`src/rtl/rxa_pkg.sv`:
```
package rxa_pkg;

   typedef enum logic [1:0] {
      RXA_HALF16     = 2'b00,
      RXA_SCALE12    = 2'b01,
      RXA_SCALE20    = 2'b10,
      RXA_HALF16_ALT = 2'b11
   } rxa_mode_e;

   localparam int unsigned RXA_NCUT = 3;

endpackage

```
`src/rtl/rxa_wide_sum.sv`:
```
module rxa_wide_sum #(
   parameter int unsigned DW = 32
) (
   input  logic [DW-1:0]        a,
   input  logic [DW-1:0]        b,
   input  logic                 sub_en,
   input  logic                 single,
   output logic signed [DW:0]   sum
);

   logic signed [DW:0] ea;
   logic signed [DW:0] eb;

   always_comb begin
      ea = {a[DW-1], a};
      eb = {b[DW-1], b};
      if (single)
         sum = ea;
      else if (sub_en)
         sum = ea - eb;
      else
         sum = ea + eb;
   end

endmodule

```
`src/rtl/rxa_sat_clip.sv`:
```
module rxa_sat_clip #(
   parameter int unsigned XW = 34,
   parameter int unsigned RW = 16
) (
   input  logic signed [XW-1:0] v,
   output logic [RW-1:0]        q
);

   localparam int unsigned HW = XW - RW + 1;

   if (RW < 2 || RW >= XW) begin : g_bad_width
      $error("rxa_sat_clip: RW must be at least 2 and below XW");
   end

   logic [HW-1:0] top;
   logic          fits;

   always_comb begin
      top  = v[XW-1:RW-1];
      fits = (top == '0) || (top == '1);
      if (fits)
         q = v[RW-1:0];
      else if (v[XW-1])
         q = {1'b1, {(RW-1){1'b0}}};
      else
         q = {1'b0, {(RW-1){1'b1}}};
   end

endmodule

```
`src/rtl/rxa_round_cut.sv`:
```
module rxa_round_cut #(
   parameter int unsigned IW  = 33,
   parameter int unsigned RW  = 16,
   parameter int unsigned CUT = 12
) (
   input  logic signed [IW-1:0] val,
   output logic [RW-1:0]        res
);

   localparam int unsigned XW   = IW + 1;
   localparam logic [XW-1:0] HALF = XW'(1) << (CUT - 1);

   if (CUT < 1 || CUT >= IW) begin : g_bad_cut
      $error("rxa_round_cut: CUT must lie within the operand width");
   end

   logic signed [XW-1:0] ext;
   logic signed [XW-1:0] rnd;
   logic signed [XW-1:0] shf;

   always_comb begin
      ext = {val[IW-1], val};
      rnd = ext + HALF;
      shf = rnd >>> CUT;
   end

   rxa_sat_clip #(.XW(XW), .RW(RW)) u_clip (
      .v (shf),
      .q (res)
   );

endmodule

```
`src/rtl/rxa_half_merge.sv`:
```
module rxa_half_merge #(
   parameter int unsigned DW = 32,
   parameter int unsigned RW = 16
) (
   input  logic [DW-1:0] dst_old,
   input  logic [RW-1:0] part,
   input  logic          sel_hi,
   output logic [DW-1:0] dst_out
);

   if (DW != 2 * RW) begin : g_bad_split
      $error("rxa_half_merge: destination must be exactly two result halves");
   end

   always_comb begin
      if (sel_hi)
         dst_out = {part, dst_old[RW-1:0]};
      else
         dst_out = {dst_old[DW-1:RW], part};
   end

endmodule

```
`src/rtl/rxa_round_extract.sv`:
```
module rxa_round_extract #(
   parameter int unsigned DW     = 32,
   parameter int unsigned RW     = 16,
   parameter int unsigned CUT_LO = 12,
   parameter int unsigned CUT_HI = 20
) (
   input  logic          clk,
   input  logic          rst_n,
   input  logic          in_valid,
   input  logic          sub_en,
   input  logic [1:0]    mode,
   input  logic [DW-1:0] op_a,
   input  logic [DW-1:0] op_b,
   input  logic          dst_sel_hi,
   input  logic [DW-1:0] dst_old,
   output logic          out_valid,
   output logic [RW-1:0] res,
   output logic [DW-1:0] dst_new
);

   import rxa_pkg::*;

   localparam int unsigned SW      = DW + 1;
   localparam int unsigned CUT_MID = DW - RW;

   if (CUT_LO < 1 || CUT_HI >= DW || CUT_LO >= CUT_HI) begin : g_bad_cuts
      $error("rxa_round_extract: cut positions out of order or range");
   end

   function automatic int unsigned cut_at(input int unsigned idx);
      case (idx)
         1:       return CUT_LO;
         2:       return CUT_HI;
         default: return CUT_MID;
      endcase
   endfunction

   rxa_mode_e          m;
   logic               single;
   logic signed [SW-1:0] sum;
   logic [RW-1:0]      cand [RXA_NCUT];
   logic [RW-1:0]      pick;
   logic [DW-1:0]      merged;

   assign m      = rxa_mode_e'(mode);
   assign single = (m == RXA_HALF16) || (m == RXA_HALF16_ALT);

   rxa_wide_sum #(.DW(DW)) u_sum (
      .a      (op_a),
      .b      (op_b),
      .sub_en (sub_en),
      .single (single),
      .sum    (sum)
   );

   for (genvar gi = 0; gi < RXA_NCUT; gi++) begin : g_lane
      rxa_round_cut #(.IW(SW), .RW(RW), .CUT(cut_at(gi))) u_cut (
         .val (sum),
         .res (cand[gi])
      );
   end

   always_comb begin
      case (m)
         RXA_SCALE12: pick = cand[1];
         RXA_SCALE20: pick = cand[2];
         default:     pick = cand[0];
      endcase
   end

   rxa_half_merge #(.DW(DW), .RW(RW)) u_merge (
      .dst_old (dst_old),
      .part    (pick),
      .sel_hi  (dst_sel_hi),
      .dst_out (merged)
   );

   always_ff @(posedge clk) begin
      if (!rst_n) begin
         out_valid <= 1'b0;
         res       <= '0;
         dst_new   <= '0;
      end else begin
         out_valid <= in_valid;
         if (in_valid) begin
            res     <= pick;
            dst_new <= merged;
         end
      end
   end

endmodule

```
`config.mk`:
```
export PLATFORM = sky130hd
export DESIGN_NAME = rxa_round_extract
export DESIGN_NICKNAME = d
export VERILOG_FILES = /design/src/rtl/rxa_pkg.sv /design/src/rtl/rxa_wide_sum.sv /design/src/rtl/rxa_sat_clip.sv /design/src/rtl/rxa_round_cut.sv /design/src/rtl/rxa_half_merge.sv /design/src/rtl/rxa_round_extract.sv
export SDC_FILE = /design/constraint.sdc
export NUM_CORES = 1
export LEC_CHECK = 0
export ABC_CLOCK_PERIOD_IN_PS = 10950
export BUFFER_PORTS_ARGS = -buffer_cell sky130_fd_sc_hd__buf_2
export CAP_MARGIN = 20
export CORE_MARGIN = 3
export CORE_UTILIZATION = 55
export CTS_CLUSTER_DIAMETER = 100
export DETAILED_ROUTE_END_ITERATION = 6
export PLACE_DENSITY = 0.8
export SLEW_MARGIN = 40
export SYNTH_ARGS = -nofsm -noshare
export SYNTH_HDL_FRONTEND = slang
export SYNTH_SLANG_ARGS = --single-unit
```
`constraint.sdc`:
```
create_clock -name clk -period 10.95 [get_ports clk]
set_input_delay 1.095 -clock clk [delete_from_list [all_inputs] [get_ports clk]]
set_output_delay 1.095 -clock clk [all_outputs]
set_load 0.03 [all_outputs]
```
==> summary.txt <==
Synthesis
  • Synth Net Count: 1084
  • Syn_area_per_cell: 7.11 µm²
  • Cell count after synthesis: 944
  • Post-synth EDFFs: 0
  • Syn. warnings: 0
  • Mapped Area: 6710 µm²
  • Share of flip-flops with an asynchronous set or reset: 0%
  • Synth unique cells: 81
  • Seq cells post-synth: 49
  • Top FF cell, synth: dfxtp_1
  • Seq/Total Area, Yosys: 14.6%

Finish
  • Final Non-Filler Cells: 1194
  • Design area: 7640 µm²
  • Commonest non-fill, non-tap cell in the layout: buf_2
  • NumNets Final: 1190
  • Most frequent cells in the layout: buf_2 (150), nand2_1 (91), o21ai_0 (83)
  • ANT cells: 0
  • Share of post-route cells with drive strength above 1: 19.5%
  • Area grow syn2layout: 13.9%

Timing
  • Fin. max-slew vios: 0
  • Setup repair after global routing missed its margin: no
  • Worst-Margin Slew: 858 ps
  • Period utilization: 79.4%
  • Slew Limit Headroom: 42.5%
  • Worst Skew: 0 ps
  • Final-report hold violation count: 0
  • Setup ws final: 2250 ps
  • TNS Setup: 0 ps
  • Fin crit period: 8700 ps
  • # setup viols final: 0
  • F_max: 115 MHz

Outcome
  • Status: finished, final reports clean

Floorplanning
  • Die footprint: 13600 µm²
  • Initial core utilization: 57.5%
  • Cell Rows: 39
  • Die width: 116 µm
  • IO Count: 152
  • Die Y: 116 µm
  • Core area: 11700 µm²

Power and ir drop
  • Maximum vdd ir drop: 0.0000871 V
  • Cell Pwr Density: 122 nW/µm²
  • Pleak: 3.12 nW
  • Design Power: 935 µW

Clocking
  • CTS tree: yes
  • Num CTS Buffers: 5
  • Clk buf depth: 2
  • Post-CTS Setup Inserts: 0
  • CTS root buf: clkbuf_16
  • Clock Latency Late Sink: 300 ps
  • Clock sinks: 49
  • Number of H-tree levels: 2
  • Clk pin slew, worst setup/hold paths: 70 ps
  • Hold-fix buffers, CTS: 0
  • Post-cts repair resize count: 0

Global routing
  • Vias in the first global route: 6970
  • GRT overflow: 0
  • First-pass GRT wire length: 35.7 mm
  • GRT Util Overall: 32.6%
  • Antenna violations before repair: 0
  • Pin count of the biggest net entering global routing: 94

Setup path
  • Critical path type: input port to register
  • FF-to-FF End: res[10]$_SDFFE_PN0P_
  • Crit. End Element: register
  • Crit path capture: dst_new[19]$_SDFFE_PN0P_
  • Worst Path Max Fanout: 15
  • R2r setup slk: 10180 ps
  • Worst r2r path cells: 2
  • Crit start category: input port
  • Worst r2r src: res[10]$_SDFFE_PN0P_
  • Required @ worst endpoint: 11180 ps
  • Worst EP arrival: 8930 ps
  • Crit path from: op_b[13]

Route
  • Via Count: 7712
  • Wirelength per Cell: 19.1 µm
  • Pre-antenna DRT Iters: 6
  • DRT iter0 DRCs: 928
  • Routed WL: 22.8 mm
  • Antenna Nets Post-Route: 0
  • Remaining DRCs: 0
  • Via-to-Cell Ratio: 6.46

Place
  • Post-place setup slack: 2140 ps
  • Final GP Congestion: 0.951
  • PortBufs: 151
  • Area after DPL: 7460 µm²
  • Placed Cells: 1186
  • Hpwl dp: 17.9 mm

Worst hold path
  • Worst hold path class: register to register

Run
  • Maxcap violations: 0
[worst max-delay path, stage by stage]
cell and delay [ps]:
buf_2 120, or4_1 570, nor4_1 590, nor4bb_2 720
a21oi_1 180, xnor2_1 160, ha_1 420, nand4_1 240
or2_2 380, nor4_1 300, or4_1 180, nand3_1 110
nand2_1 230, ha_1 350, inv_1 120, a2111oi_1 710
o21ai_1 270, or4_1 600, a21boi_2 320, a41o_1 520
a22oi_1 190, o21ai_1 220, a31oi_1 140, a21oi_1 180
[where the power goes]
part           internal, mW  switching, mW
clock network         0.108         0.0690
registers             0.196        0.00978
logic                 0.192          0.360
total                 0.497          0.439
[state kept, by name (all words and copies together) (netlist names)]
| register | flops |
|---|---|
| res | 16 |
| dst_new | 32 |
| out_valid | 1 |
[layer usage]
metal	routed length [µm]	GRT usage, %
met5	0	0
met4	523	7.73
met1	10300	47.1
met3	2040	6.06
met2	9900	50.2
[synth_stat cells (8+ instances only)]
master | n | area share (%)
a211oi_1 | 9 | 1.0
a21boi_1 | 12 | 1.3
a21o_1 | 15 | 1.7
a21oi_1 | 63 | 4.7
a22oi_1 | 11 | 1.2
a31oi_1 | 39 | 3.6
and2_1 | 8 | 0.75
and3_1 | 9 | 0.84
clkbuf_1 | 47 | 2.6
dfxtp_1 | 49 | 15
ha_1 | 37 | 6.9
inv_1 | 22 | 1.2
mux2i_1 | 9 | 1.3
nand2_1 | 91 | 5.1
nand2b_1 | 20 | 1.9
nand3_1 | 29 | 2.2
nand3b_1 | 18 | 2.0
nand4_1 | 21 | 2.0
nor2_1 | 59 | 3.3
nor2b_1 | 23 | 2.1
nor3_1 | 30 | 2.2
nor4_1 | 11 | 1.0
o21a_1 | 16 | 1.8
o21ai_0 | 83 | 6.2
o21ai_1 | 11 | 0.82
or4_1 | 8 | 0.90
xnor2_1 | 55 | 7.2
xor2_1 | 17 | 2.2
[stage by stage]
step	hold WS, ps	utilization [%]
after detailed placement	466	64.0
after CTS	474	65.4
after floorplan	596	-
after global routing	493	65.5
final	468	65.5
after global placement	457	63.8
[worst min-delay path by stage]
stage,start,endpoint,slack [ps],depth (start not counted)
6_report,res[14]$_SDFFE_PN0P_,res[14]$_SDFFE_PN0P_,470,2
5_1_grt,res[14]$_SDFFE_PN0P_,res[14]$_SDFFE_PN0P_,490,2
3_5_place_dp,res[5]$_SDFFE_PN0P_,res[5]$_SDFFE_PN0P_,470,2
4_1_cts,res[14]$_SDFFE_PN0P_,res[14]$_SDFFE_PN0P_,470,2
3_3_place_gp,res[7]$_SDFFE_PN0P_,res[7]$_SDFFE_PN0P_,460,2
2_1_floorplan,res[13]$_SDFFE_PN0P_,res[13]$_SDFFE_PN0P_,600,2
[cells by family (layout without fill, tap and decap cells)]
logic type | count (synthesis) | count (layout) | synth area share [%]
simple gates | 361 | 361 | 28.5
compound gates | 338 | 338 | 34.5
buf+inv | 78 | 185 | 4.68
xor+xnor | 72 | 72 | 9.40
flops | 49 | 49 | 14.6
fa+ha+maj | 37 | 37 | 6.90
mux | 9 | 9 | 1.34
[layout make-up]
| type | instances | area (µm²) |
|---|---|---|
| multi-input combinational | 817 | 5440 |
| fill | 1099 | 4020 |
| sequential | 49 | 981 |
| timing repair buffer | 155 | 788 |
| tap | 143 | 179 |
| clock buffer | 6 | 129 |
| inverter | 22 | 82.6 |
| clock inverter | 2 | 38.8 |
Power figures use the tool's default switching activity.
